===== src/rtl/eint_pkg.sv =====
// Shared definitions for the external interrupt controller.
// Assumes 32-bit register words and a 4-bit register group field at the top of the address.
package eint_pkg;

    localparam int WORD_W = 32;
    localparam int GRP_W  = 4;

    // Register groups, selected by the upper address bits.
    typedef enum logic [GRP_W-1:0] {
        GRP_STATUS   = 4'd0,
        GRP_MASK     = 4'd1,
        GRP_MASK_SET = 4'd2,
        GRP_MASK_CLR = 4'd3,
        GRP_SENS     = 4'd4,
        GRP_SENS_SET = 4'd5,
        GRP_SENS_CLR = 4'd6,
        GRP_POL      = 4'd7,
        GRP_POL_SET  = 4'd8,
        GRP_POL_CLR  = 4'd9,
        GRP_ACK      = 4'd10,
        GRP_SOFT     = 4'd11,
        GRP_SOFT_SET = 4'd12,
        GRP_SOFT_CLR = 4'd13,
        GRP_ROUTE    = 4'd14,
        GRP_EDGE     = 4'd15
    } grp_e;

    // Per-port write strobes produced by the address decoder.
    typedef struct packed {
        logic mask_set;
        logic mask_clr;
        logic sens_set;
        logic sens_clr;
        logic pol_set;
        logic pol_clr;
        logic ack;
        logic soft_set;
        logic soft_clr;
        logic route_wr;
    } port_wr_t;

    // Bits of a port word that correspond to real lines.
    function automatic logic [WORD_W-1:0] valid_bits(input int n);
        if (n >= WORD_W) return '1;
        return (32'h1 << n) - 32'h1;
    endfunction

    // Write-one-to-set / write-one-to-clear update of one port word.
    function automatic logic [WORD_W-1:0] w1_apply(
        input logic [WORD_W-1:0] cur,
        input logic              set_en,
        input logic              clr_en,
        input logic [WORD_W-1:0] data,
        input logic [WORD_W-1:0] valid
    );
        logic [WORD_W-1:0] nxt;
        nxt = cur;
        if (set_en) nxt = cur | data;
        if (clr_en) nxt = cur & ~data;
        return nxt & valid;
    endfunction

endpackage


===== src/rtl/eint_sync.sv =====
// Two-stage resynchroniser for a bus of independent asynchronous lines.
// Assumes each line is a slow, independent level; no multi-bit coherency is implied.
module eint_sync #(
    parameter int WIDTH = 8
) (
    input  logic             clk,
    input  logic             rst_n,
    input  logic [WIDTH-1:0] async_in,
    output logic [WIDTH-1:0] sync_out
);

    logic [WIDTH-1:0] stage1_q;
    logic [WIDTH-1:0] stage2_q;

    // Two flops in series to settle metastability before any detection logic.
    always_ff @(posedge clk) begin
        if (!rst_n) begin
            stage1_q <= '0;
            stage2_q <= '0;
        end else begin
            stage1_q <= async_in;
            stage2_q <= stage1_q;
        end
    end

    assign sync_out = stage2_q;

endmodule


===== src/rtl/eint_port.sv =====
// One 32-line port: configuration words, edge detection, pending latches and status.
// Assumes sync_in is already resynchronised; lines at or above CH_IN_PORT are tied off.
module eint_port
    import eint_pkg::*;
#(
    parameter int CH_IN_PORT = 32
) (
    input  logic              clk,
    input  logic              rst_n,
    input  logic [WORD_W-1:0] sync_in,
    input  port_wr_t          wr,
    input  logic [WORD_W-1:0] wdata,
    output logic [WORD_W-1:0] mask_q,
    output logic [WORD_W-1:0] sens_q,
    output logic [WORD_W-1:0] pol_q,
    output logic [WORD_W-1:0] soft_q,
    output logic [WORD_W-1:0] route_q,
    output logic [WORD_W-1:0] edge_q,
    output logic [WORD_W-1:0] status
);

    localparam logic [WORD_W-1:0] VALID = valid_bits(CH_IN_PORT);

    logic [WORD_W-1:0] prev_q;
    logic [WORD_W-1:0] rise;
    logic [WORD_W-1:0] fall;
    logic [WORD_W-1:0] hit;
    logic [WORD_W-1:0] lvl_on;
    logic [WORD_W-1:0] ack_bits;

    // Edge and level qualification against the selected polarity.
    always_comb begin
        rise     = sync_in & ~prev_q;
        fall     = ~sync_in & prev_q;
        hit      = ((pol_q & rise) | (~pol_q & fall)) & ~sens_q & VALID;
        lvl_on   = sens_q & ~(sync_in ^ pol_q);
        ack_bits = wr.ack ? wdata : '0;
    end

    // Status word: any active source, gated by routing and mask.
    always_comb begin
        status = (edge_q | lvl_on | soft_q) & route_q & ~mask_q & VALID;
    end

    // Previous synchronised value for edge detection.
    always_ff @(posedge clk) begin
        if (!rst_n) prev_q <= '0;
        else        prev_q <= sync_in & VALID;
    end

    // Mask word: reset blocks every real line.
    always_ff @(posedge clk) begin
        if (!rst_n) mask_q <= VALID;
        else        mask_q <= w1_apply(mask_q, wr.mask_set, wr.mask_clr, wdata, VALID);
    end

    // Sensitivity word: reset selects edge mode.
    always_ff @(posedge clk) begin
        if (!rst_n) sens_q <= '0;
        else        sens_q <= w1_apply(sens_q, wr.sens_set, wr.sens_clr, wdata, VALID);
    end

    // Polarity word: reset selects low level / falling edge.
    always_ff @(posedge clk) begin
        if (!rst_n) pol_q <= '0;
        else        pol_q <= w1_apply(pol_q, wr.pol_set, wr.pol_clr, wdata, VALID);
    end

    // Software-raised pending bits.
    always_ff @(posedge clk) begin
        if (!rst_n) soft_q <= '0;
        else        soft_q <= w1_apply(soft_q, wr.soft_set, wr.soft_clr, wdata, VALID);
    end

    // Routing enable: plain read/write word.
    always_ff @(posedge clk) begin
        if (!rst_n)           route_q <= '0;
        else if (wr.route_wr) route_q <= wdata & VALID;
    end

    // Edge pending: a new edge wins over a same-cycle acknowledge.
    always_ff @(posedge clk) begin
        if (!rst_n) edge_q <= '0;
        else        edge_q <= ((edge_q & ~ack_bits) | hit) & VALID;
    end

endmodule


===== src/rtl/eint_regif.sv =====
// Register address decoder and read multiplexer for all ports.
// Assumes word-aligned accesses; address bits [1:0] are ignored.
module eint_regif
    import eint_pkg::*;
#(
    parameter int NPORTS = 2,
    parameter int ADDR_W = 10
) (
    input  logic [ADDR_W-1:0]        reg_addr,
    input  logic                     reg_we,
    input  logic [NPORTS*WORD_W-1:0] status_flat,
    input  logic [NPORTS*WORD_W-1:0] mask_flat,
    input  logic [NPORTS*WORD_W-1:0] sens_flat,
    input  logic [NPORTS*WORD_W-1:0] pol_flat,
    input  logic [NPORTS*WORD_W-1:0] soft_flat,
    input  logic [NPORTS*WORD_W-1:0] route_flat,
    input  logic [NPORTS*WORD_W-1:0] edge_flat,
    output port_wr_t [NPORTS-1:0]    wr_vec,
    output logic [WORD_W-1:0]        reg_rdata
);

    localparam int PB = ADDR_W - GRP_W - 2;

    logic [GRP_W-1:0] grp;
    logic [PB-1:0]    pidx;
    logic             unused_low;

    assign grp        = reg_addr[ADDR_W-1 -: GRP_W];
    assign pidx       = reg_addr[ADDR_W-GRP_W-1:2];
    assign unused_low = ^reg_addr[1:0];

    // Per-port write strobes from group and port fields.
    always_comb begin
        for (int p = 0; p < NPORTS; p++) begin
            wr_vec[p] = '0;
            if (reg_we && int'(pidx) == p) begin
                wr_vec[p].mask_set = (grp == GRP_MASK_SET);
                wr_vec[p].mask_clr = (grp == GRP_MASK_CLR);
                wr_vec[p].sens_set = (grp == GRP_SENS_SET);
                wr_vec[p].sens_clr = (grp == GRP_SENS_CLR);
                wr_vec[p].pol_set  = (grp == GRP_POL_SET);
                wr_vec[p].pol_clr  = (grp == GRP_POL_CLR);
                wr_vec[p].ack      = (grp == GRP_ACK);
                wr_vec[p].soft_set = (grp == GRP_SOFT_SET);
                wr_vec[p].soft_clr = (grp == GRP_SOFT_CLR);
                wr_vec[p].route_wr = (grp == GRP_ROUTE);
            end
        end
    end

    // Read multiplexer: readable groups only, absent ports read zero.
    always_comb begin
        reg_rdata = '0;
        for (int p = 0; p < NPORTS; p++) begin
            if (int'(pidx) == p) begin
                case (grp)
                    GRP_STATUS: reg_rdata = status_flat[p*WORD_W +: WORD_W];
                    GRP_MASK:   reg_rdata = mask_flat[p*WORD_W +: WORD_W];
                    GRP_SENS:   reg_rdata = sens_flat[p*WORD_W +: WORD_W];
                    GRP_POL:    reg_rdata = pol_flat[p*WORD_W +: WORD_W];
                    GRP_SOFT:   reg_rdata = soft_flat[p*WORD_W +: WORD_W];
                    GRP_ROUTE:  reg_rdata = route_flat[p*WORD_W +: WORD_W];
                    GRP_EDGE:   reg_rdata = edge_flat[p*WORD_W +: WORD_W];
                    default:    reg_rdata = '0;
                endcase
            end
        end
    end

endmodule


===== src/rtl/eint_ctrl.sv =====
// External interrupt controller top: resynchronises the lines, instantiates one
// port slice per 32 lines, decodes register accesses and ORs the status into irq.
// Assumes NUM_CH fits in the port field: ceil(NUM_CH/32) <= 2**(ADDR_W-6).
module eint_ctrl
    import eint_pkg::*;
#(
    parameter int NUM_CH = 40,
    parameter int ADDR_W = 10
) (
    input  logic              clk,
    input  logic              rst_n,
    input  logic [NUM_CH-1:0] ext_in,
    input  logic [ADDR_W-1:0] reg_addr,
    input  logic              reg_we,
    input  logic [WORD_W-1:0] reg_wdata,
    output logic [WORD_W-1:0] reg_rdata,
    output logic              irq
);

    localparam int NPORTS = (NUM_CH + WORD_W - 1) / WORD_W;
    localparam int FLAT_W = NPORTS * WORD_W;

    logic [NUM_CH-1:0]    sync_ch;
    logic [FLAT_W-1:0]    sync_flat;
    logic [FLAT_W-1:0]    status_flat;
    logic [FLAT_W-1:0]    mask_flat;
    logic [FLAT_W-1:0]    sens_flat;
    logic [FLAT_W-1:0]    pol_flat;
    logic [FLAT_W-1:0]    soft_flat;
    logic [FLAT_W-1:0]    route_flat;
    logic [FLAT_W-1:0]    edge_flat;
    port_wr_t [NPORTS-1:0] wr_vec;

    eint_sync #(.WIDTH(NUM_CH)) u_sync (
        .clk      (clk),
        .rst_n    (rst_n),
        .async_in (ext_in),
        .sync_out (sync_ch)
    );

    // Pad the synchronised lines out to whole port words.
    always_comb begin
        sync_flat               = '0;
        sync_flat[NUM_CH-1:0]   = sync_ch;
    end

    for (genvar p = 0; p < NPORTS; p++) begin : g_port
        localparam int CHP = ((NUM_CH - p*WORD_W) >= WORD_W) ? WORD_W : (NUM_CH - p*WORD_W);
        eint_port #(.CH_IN_PORT(CHP)) u_port (
            .clk     (clk),
            .rst_n   (rst_n),
            .sync_in (sync_flat[p*WORD_W +: WORD_W]),
            .wr      (wr_vec[p]),
            .wdata   (reg_wdata),
            .mask_q  (mask_flat[p*WORD_W +: WORD_W]),
            .sens_q  (sens_flat[p*WORD_W +: WORD_W]),
            .pol_q   (pol_flat[p*WORD_W +: WORD_W]),
            .soft_q  (soft_flat[p*WORD_W +: WORD_W]),
            .route_q (route_flat[p*WORD_W +: WORD_W]),
            .edge_q  (edge_flat[p*WORD_W +: WORD_W]),
            .status  (status_flat[p*WORD_W +: WORD_W])
        );
    end

    eint_regif #(.NPORTS(NPORTS), .ADDR_W(ADDR_W)) u_regif (
        .reg_addr    (reg_addr),
        .reg_we      (reg_we),
        .status_flat (status_flat),
        .mask_flat   (mask_flat),
        .sens_flat   (sens_flat),
        .pol_flat    (pol_flat),
        .soft_flat   (soft_flat),
        .route_flat  (route_flat),
        .edge_flat   (edge_flat),
        .wr_vec      (wr_vec),
        .reg_rdata   (reg_rdata)
    );

    // Combined request to the processor.
    assign irq = |status_flat;

endmodule


===== config.mk =====
export PLATFORM = sky130hd
export DESIGN_NAME = eint_ctrl
export DESIGN_NICKNAME = d
export VERILOG_FILES = /design/src/rtl/eint_pkg.sv /design/src/rtl/eint_sync.sv /design/src/rtl/eint_port.sv /design/src/rtl/eint_regif.sv /design/src/rtl/eint_ctrl.sv
export SDC_FILE = /design/constraint.sdc
export NUM_CORES = 1
export LEC_CHECK = 0
export ABC_AREA = 1
export BUFFER_PORTS_ARGS = -buffer_cell sky130_fd_sc_hd__buf_2
export CAP_MARGIN = 10
export CORE_MARGIN = 1.5
export CORE_UTILIZATION = 50
export CTS_BUF_LIST = sky130_fd_sc_hd__clkbuf_8
export DETAILED_ROUTE_END_ITERATION = 7
export GPL_TIMING_DRIVEN = 0
export PLACE_DENSITY = 0.75
export SKIP_LAST_GASP = 1
export SLEW_MARGIN = 20
export SYNTH_ARGS = -nofsm -noshare
export SYNTH_HDL_FRONTEND = slang
export SYNTH_HIERARCHICAL = 1
export SYNTH_SLANG_ARGS = --single-unit

===== constraint.sdc =====
create_clock -name clk -period 2.1 [get_ports clk]
set_input_delay 0.315 -clock clk [delete_from_list [all_inputs] [get_ports clk]]
set_output_delay 0.315 -clock clk [all_outputs]
set_load 0.01 [all_outputs]

==> metrics.md, run 1 <==
| Metric | Value |
|---|---|
| Clock root cell | `clkbuf_8` |
| Max-slew headroom | `36.55%` |
| Worst R2R Setup Slack | `0.07 ns` |
| Worst path bufs/invs | `1` |
| Fill cell count | `3761` |
| R2R cell count | `14` |
| Flip-flop and latch area | `7433 um^2` |
| Met3 Resource Use GR | `8.121%` |
| Global routing's busiest layer | `met2` |
| Share of post-route cells with drive strength above 1 | `29.19%` |
| Starting density of the core | `50.47%` |
| Final Max Tran Viols | `0` |
| Max Root-Sink Buffers | `3` |
| Final Util | `64.55%` |
| Worst path top cell family by delay | `simple AND/OR/NAND/NOR gates` |
| Slew @ Worst Pin | `0.9517 ns` |
| Reg clk slew, reported paths | `0.06 ns` |
| Worst vdd ir | `0.4010 mV` |
| Upper clock frequency limit | `0.4215 GHz` |
| TritonCTS Buffers | `66` |
| Final hold vios | `0` |
| Multi-input logic area | `11440 um^2` |
| Final cell count without fillers | `4331` |
| Yosys warns | `6` |
| Vias | `22.89k` |
| Fin crit share | `113.0%` |
| Met2 Usage GRT | `54.41%` |
| Num Clock Sinks | `360` |
| CP peak stage delay | `0.37 ns` |
| Vias in the first global route | `20.87k` |
| Setup ws final | `-0.2724 ns` |
| DP Wirelength | `51780 um` |
| Max-cap viol count | `0` |
| Pwr Density | `591.0 nW/um^2` |
| Clock latency on the worst-skew pair | `0.64 ns` |
| Die span in x | `208.5 um` |
| Reg2reg end | `g_port[0].u_port/edge_q[5]` |
| Total Routing Usage GR | `34.77%` |
| Area growth syn-to-layout | `27.89%` |
| Status | `finished with violations` |
| Critical path cell sequence | `nor2_2 -> a21oi_4 -> nor2_1 -> nand2_1 -> nor2_4 -> nand2_2 -> nor2_4 -> nand2_2 -> buf_6` |
| Std cell rows | `75` |
| Largest net degree at the start of global routing | `11` |
| Worst Hold Depth | `2` |
| DR WL/cell | `17.94 um` |
| Met1 Use GR | `44.04%` |
| Initial antenna violation count | `3` |
| Die footprint | `43490 um^2` |
| Drt pass-1 iters | `5` |
| Hold_sp | `reg_wdata[7]` |
| Fin Clk Skew | `0.04536 ns` |
| H-Tree Depth | `3` |
| # placed instances | `4045` |
| Final period demand of the worst path | `2.372 ns` |
| Critical path capture point type | `output port` |
| Core Footprint | `41850 um^2` |
| DRT iter0 DRCs | `2640` |
| Height of the die | `208.5 um` |
| RSZ-0062 raised after global routing | `true` |
| GPL Wtd Cong | `0.9937` |
| Pleak | `13.63 nW` |
| Crit Path Category | `reg -> out` |
| CP arrival | `2.06 ns` |
| First-pass GRT wire length | `116400 um` |
| Avg Synthesized Cell Area | `6.488 um^2` |
| PortBufs | `83` |
| Failing checks | `negative setup slack` |
| Syn Inst Count | `3256` |
| Worst Setup Start Kind | `register` |
| Routed vias/inst | `5.285` |
| IO Pins | `118` |
| DRC | `0` |
| Final WL | `77710 um` |
| Type of the tightest min-delay check | `in -> reg` |
| GR Overflow Total | `0` |
| Crit Path Max Fanout | `3` |
| Final net count | `3832` |
| DRT antenna net count | `0` |
| CP required | `1.78 ns` |
| CTS tree | `built` |
| Mapped Area | `21120 um^2` |
| Final setup fails | `61` |
| Slowest stage cell, crit path | `dfxtp_1` |
[worst reg2reg max path, cell delays in order, from the launching register on]
cell and delay [ns]:
dfxtp_4 0.38, inv_4 0.04, buf_4 0.12, buf_6 0.10
buf_4 0.12, buf_4 0.12, buf_4 0.13, buf_4 0.12
buf_4 0.13, buf_4 0.12, buf_4 0.12, buf_4 0.12
a21oi_2 0.11, nand2_1 0.09, a21oi_2 0.13
[metal layers]
layer	wire [um]	vias to the layer above
met5	0	-
met4	4091	0
li1	-	10997
met2	33950	1270
met3	8983	255
met1	30690	10366
[report_power, final]
part           total, mW  internal (mW)  switching (mW)
sequential          7.05           6.94           0.113
clock               6.96           3.96            3.01
combinational       1.95          0.750            1.20
total               16.0           11.6            4.32
[worst max path at each step]
stage | cells after the start | end | startpoint
5_1_grt | 9 | irq | g_port[1].u_port/edge_q[0]
3_3_place_gp | 8 | register | reg_addr[5]
2_1_floorplan | 7 | register | reg_addr[5]
4_1_cts | 11 | irq | register
3_5_place_dp | 8 | register | reg_addr[5]
6_report | 9 | irq | g_port[0].u_port/edge_q[13]
[layout make-up]
cell class,count,area share (%)
Clock buffer,88,4.483
Sequential cell,360,27.51
Timing Repair Buffer,256,7.716
Clock inverter,22,0.5604
Inverter,396,5.530
Multi-Input combinational cell,2289,42.36
Tap cell,539,2.496
Buffer,378,9.309
Antenna cell,3,0.02779
[metrics by stage]
| step | hold slack [ns] | setup TNS (ns) | instance area (um^2) | total power, mW | setup slack (ns) |
|---|---|---|---|---|---|
| after floorplan | 0.3905 | 0 | 21750 | 8.352 | 0.2350 |
| after global placement | 0.3911 | -167.85 | 22840 | 8.829 | -0.9378 |
| after CTS | 0.005217 | -5.327 | 26560 | 15.90 | -0.2852 |
| after global routing | 0.03151 | -7.362 | 27020 | 16.49 | -0.3334 |
| final | 0.03988 | -6.998 | 27020 | 15.97 | -0.2724 |
| after detailed placement | 0.3964 | -179.14 | 22840 | 8.845 | -1.019 |
[timing repair]
item | CTS | global route
pin swaps | 177 | 127
resized for setup | 363 | 142
buffers inserted | 97 | 11
endpoints found under the setup margin | 176 | 175
hold buffers | 69 | 0
hold endpoints to repair | 131 | 0
[cell usage in the layout (no fill, tap or decap), drive strengths merged]
cell / count
o21ai: 120
diode: 3
dlygate4sd3: 69
nand2: 798
nand3: 416
buf: 498
nor3b: 1
clkinvlp: 3
nor3: 1
conb: 168
inv: 409
dfxtp: 360
a211oi: 120
a21oi: 280
bufinv: 2
nor2: 384
clkinv: 4
clkbuf: 155
or2: 1
Power figures use the tool's default switching activity.
==> inputs of run 2 (changes only) <==
CELL_PAD_IN_SITES_DETAIL_PLACEMENT = 0   (was not set)
CELL_PAD_IN_SITES_GLOBAL_PLACEMENT = 1   (was not set)
CORE_UTILIZATION = 46   (was 50)
PLACE_DENSITY = 0.91   (was 0.75)
==> metrics.md, run 2 (same netlist as run 1, synthesis figures left out) <==
| Metric | Value |
|---|---|
| Status | `finished with violations (unchanged)` |
| Failing checks | `negative setup slack (unchanged)` |
| Reg2reg end | `g_port[1].u_port/edge_q[2] (was g_port[0].u_port/edge_q[5])` |
| R2R cell count | `14 (unchanged)` |
| Worst vdd ir | `0.4446 mV (was 0.4010 mV)` |
| Fill cell count | `4383 (was 3761)` |
| Num Clock Sinks | `360 (unchanged)` |
| IO Pins | `118 (unchanged)` |
| Core Footprint | `45380 um^2 (was 41850 um^2)` |
| Routed vias/inst | `5.181 (was 5.285)` |
| Clock latency on the worst-skew pair | `0.64 ns (about the same)` |
| Final WL | `80220 um (was 77710 um)` |
| # placed instances | `4106 (was 4045)` |
| DRT antenna net count | `0 (unchanged)` |
| Clock root cell | `clkbuf_8 (unchanged)` |
| Commonest cells after routing, fill and taps aside | `nand2_1 (673), nand3_1 (375), inv_1 (357), nor2_1 (354), buf_4 (303) (was nand2_1 (679), nand3_1 (378), nor2_1 (359), inv_1 (353), buf_4 (292))` |
| PortBufs | `83 (unchanged)` |
| Pwr Total | `15.86 mW (was 15.97 mW)` |
| CP required | `1.78 ns (about the same)` |
| Starting density of the core | `46.55% (was 50.47%)` |
| Worst Setup Start Kind | `register (unchanged)` |
| Setup ws final | `-0.3110 ns (was -0.2724 ns)` |
| Std cell rows | `78 (was 75)` |
| Final period demand of the worst path | `2.411 ns (was 2.372 ns)` |
| Reg clk slew, reported paths | `0.06 ns (about the same)` |
| First-pass GRT wire length | `120500 um (was 116400 um)` |
| Area growth syn-to-layout | `28.45% (was 27.89%)` |
| Max-slew headroom | `41.81% (was 36.55%)` |
| Crit Path Max Fanout | `3 (unchanged)` |
| Max-cap viol count | `0 (unchanged)` |
| Final setup fails | `35 (was 61)` |
| DP Wirelength | `55220 um (was 51780 um)` |
| Drt pass-1 iters | `6 (was 5)` |
| Fin Clk Skew | `0.02803 ns (was 0.04536 ns)` |
| Pleak | `13.67 nW (was 13.63 nW)` |
| DRC | `0 (unchanged)` |
| GPL Wtd Cong | `0.9462 (was 0.9937)` |
| Slew @ Worst Pin | `0.8728 ns (was 0.9517 ns)` |
| DRT iter0 DRCs | `2295 (was 2640)` |
| GR Overflow Total | `0 (unchanged)` |
| Final Max Tran Viols | `0 (unchanged)` |
| Worst R2R Setup Slack | `0.09 ns (was 0.07 ns)` |
| Final hold vios | `0 (unchanged)` |
| CTS tree | `built (unchanged)` |
| Upper clock frequency limit | `0.4148 GHz (was 0.4215 GHz)` |
| Share of post-route cells with drive strength above 1 | `29.73% (was 29.19%)` |
| TritonCTS Buffers | `68 (was 66)` |
| Height of the die | `217.3 um (was 208.5 um)` |
| RSZ-0062 raised after global routing | `true (unchanged)` |
| Type of the tightest min-delay check | `in -> reg (unchanged)` |
| Die span in x | `217.3 um (was 208.5 um)` |
| Critical path capture point type | `output port (unchanged)` |
| Largest net degree at the start of global routing | `11 (unchanged)` |
| Vias in the first global route | `21.49k (was 20.87k)` |
| Final Cell Area | `27130 um^2 (was 27020 um^2)` |
| Final net count | `3838 (was 3832)` |
| WL met3 | `7966 um (was 8983 um)` |
| Max Root-Sink Buffers | `3 (unchanged)` |
| Crit Path Category | `reg -> out (unchanged)` |
| Highest Signal Layer | `met5 (was met4)` |
| Placed instance area | `22920 um^2 (was 22840 um^2)` |
| Fin crit share | `114.8% (was 113.0%)` |
| Met2 WL | `36060 um (was 33950 um)` |
| Vias | `22.79k (was 22.89k)` |
| M1 WL | `33120 um (was 30690 um)` |
| Post-route setup TNS | `-5.842 ns (was -6.998 ns)` |
| CP arrival | `2.10 ns (was 2.06 ns)` |
| Initial antenna violation count | `2 (was 3)` |
| Worst setup endpoint | `irq (unchanged)` |
| Final cell count without fillers | `4398 (was 4331)` |
| Die footprint | `47220 um^2 (was 43490 um^2)` |
| DR WL/cell | `18.24 um (was 17.94 um)` |
| H-Tree Depth | `3 (unchanged)` |
| Total Routing Usage GR | `33.46% (was 34.77%)` |
| Pwr Density | `584.5 nW/um^2 (was 591.0 nW/um^2)` |
| Commonest non-fill, non-tap cell in the layout | `nand2_1 (unchanged)` |
run 2: changes by cell type in the layout (fill, tap and decap cells not counted), sizes merged:
cell         before  now
inv             409  419
clkbuf          155  148
buf             498  500
clkinv            4    6
diode             3    1
bufinv            2    3
clkinvlp          3    2
dlygate4sd3      69   70
run 2: worst min-delay path by stage:
stage	startpoint	to	slack [ns]	cells past startpoint
2_1_floorplan	u_sync/stage1_q[0]	u_sync/sync_out[0]	0.39	2
3_3_place_gp	u_sync/stage1_q[14]	u_sync/sync_out[14]	0.39	2
3_5_place_dp	u_sync/stage1_q[18]	u_sync/sync_out[18]	0.40	2
4_1_cts	reg_wdata[13]	register	0.0006	2
5_1_grt	reg_wdata[13]	register	0.04	2
6_report	reg_wdata[13]	register	0.05	2
run 2: routing by layer:
metal | up-vias | track usage [%]
met3 | 234 | 6.792
met1 | 10488 | 43.31
met2 | 1067 | 53.64
met4 | 2 | 14.98
met5 | - | 0
li1 | 10997 | -
run 2: cell type report:
cell class / count / area (um^2) / area share, %
sequential: 360 / 7420 / 27.34
tap: 600 / 750.7 / 2.767
multi-input combinational: 2289 / 11510 / 42.43
buffer: 378 / 2535 / 9.342
antenna: 1 / 2.502 / 0.009222
clock inverter: 34 / 220.2 / 0.8115
timing repair buffer: 260 / 2092 / 7.710
inverter: 396 / 1501 / 5.533
clock buffer: 80 / 1101 / 4.058
run 2: through the flow:
stage	worst slack [ns]	utilization [%]	hold WS [ns]
final	-0.3110	59.79	0.04586
after global routing	-0.3920	59.79	0.04446
after CTS	-0.3440	58.52	0.0006459
after detailed placement	-1.206	50.50	0.3999
after global placement	-1.215	50.50	0.3939
after floorplan	0.2350	-	0.3905
run 2: worst max-delay path, cell delays in order (launching register included):
cell and delay [ns]:
dfxtp_4 0.35, inv_2 0.06, nand2_2 0.04, nand3_2 0.08, a21oi_4 0.07, nor2_4 0.17, nand2_2 0.09, nor2_4 0.14
nand2_2 0.08, nor2_4 0.17, nand2_2 0.09, buf_6 0.13
run 2: power by group:
| part | internal (mW) | switching, mW | leakage (nW) |
|---|---|---|---|
| sequential | 6.95 | 0.108 | 2.98 |
| combinational | 0.758 | 1.23 | 9.92 |
| clock | 3.80 | 3.02 | 0.765 |
run 2: what timing repair did:
action	4_1_cts	5_1_grt
pin swaps	175	133
endpoints found under the hold margin	153	0
hold buffers	70	0
buffers inserted	97	13
setup endpoints to repair	136	175
resized for setup	345	197
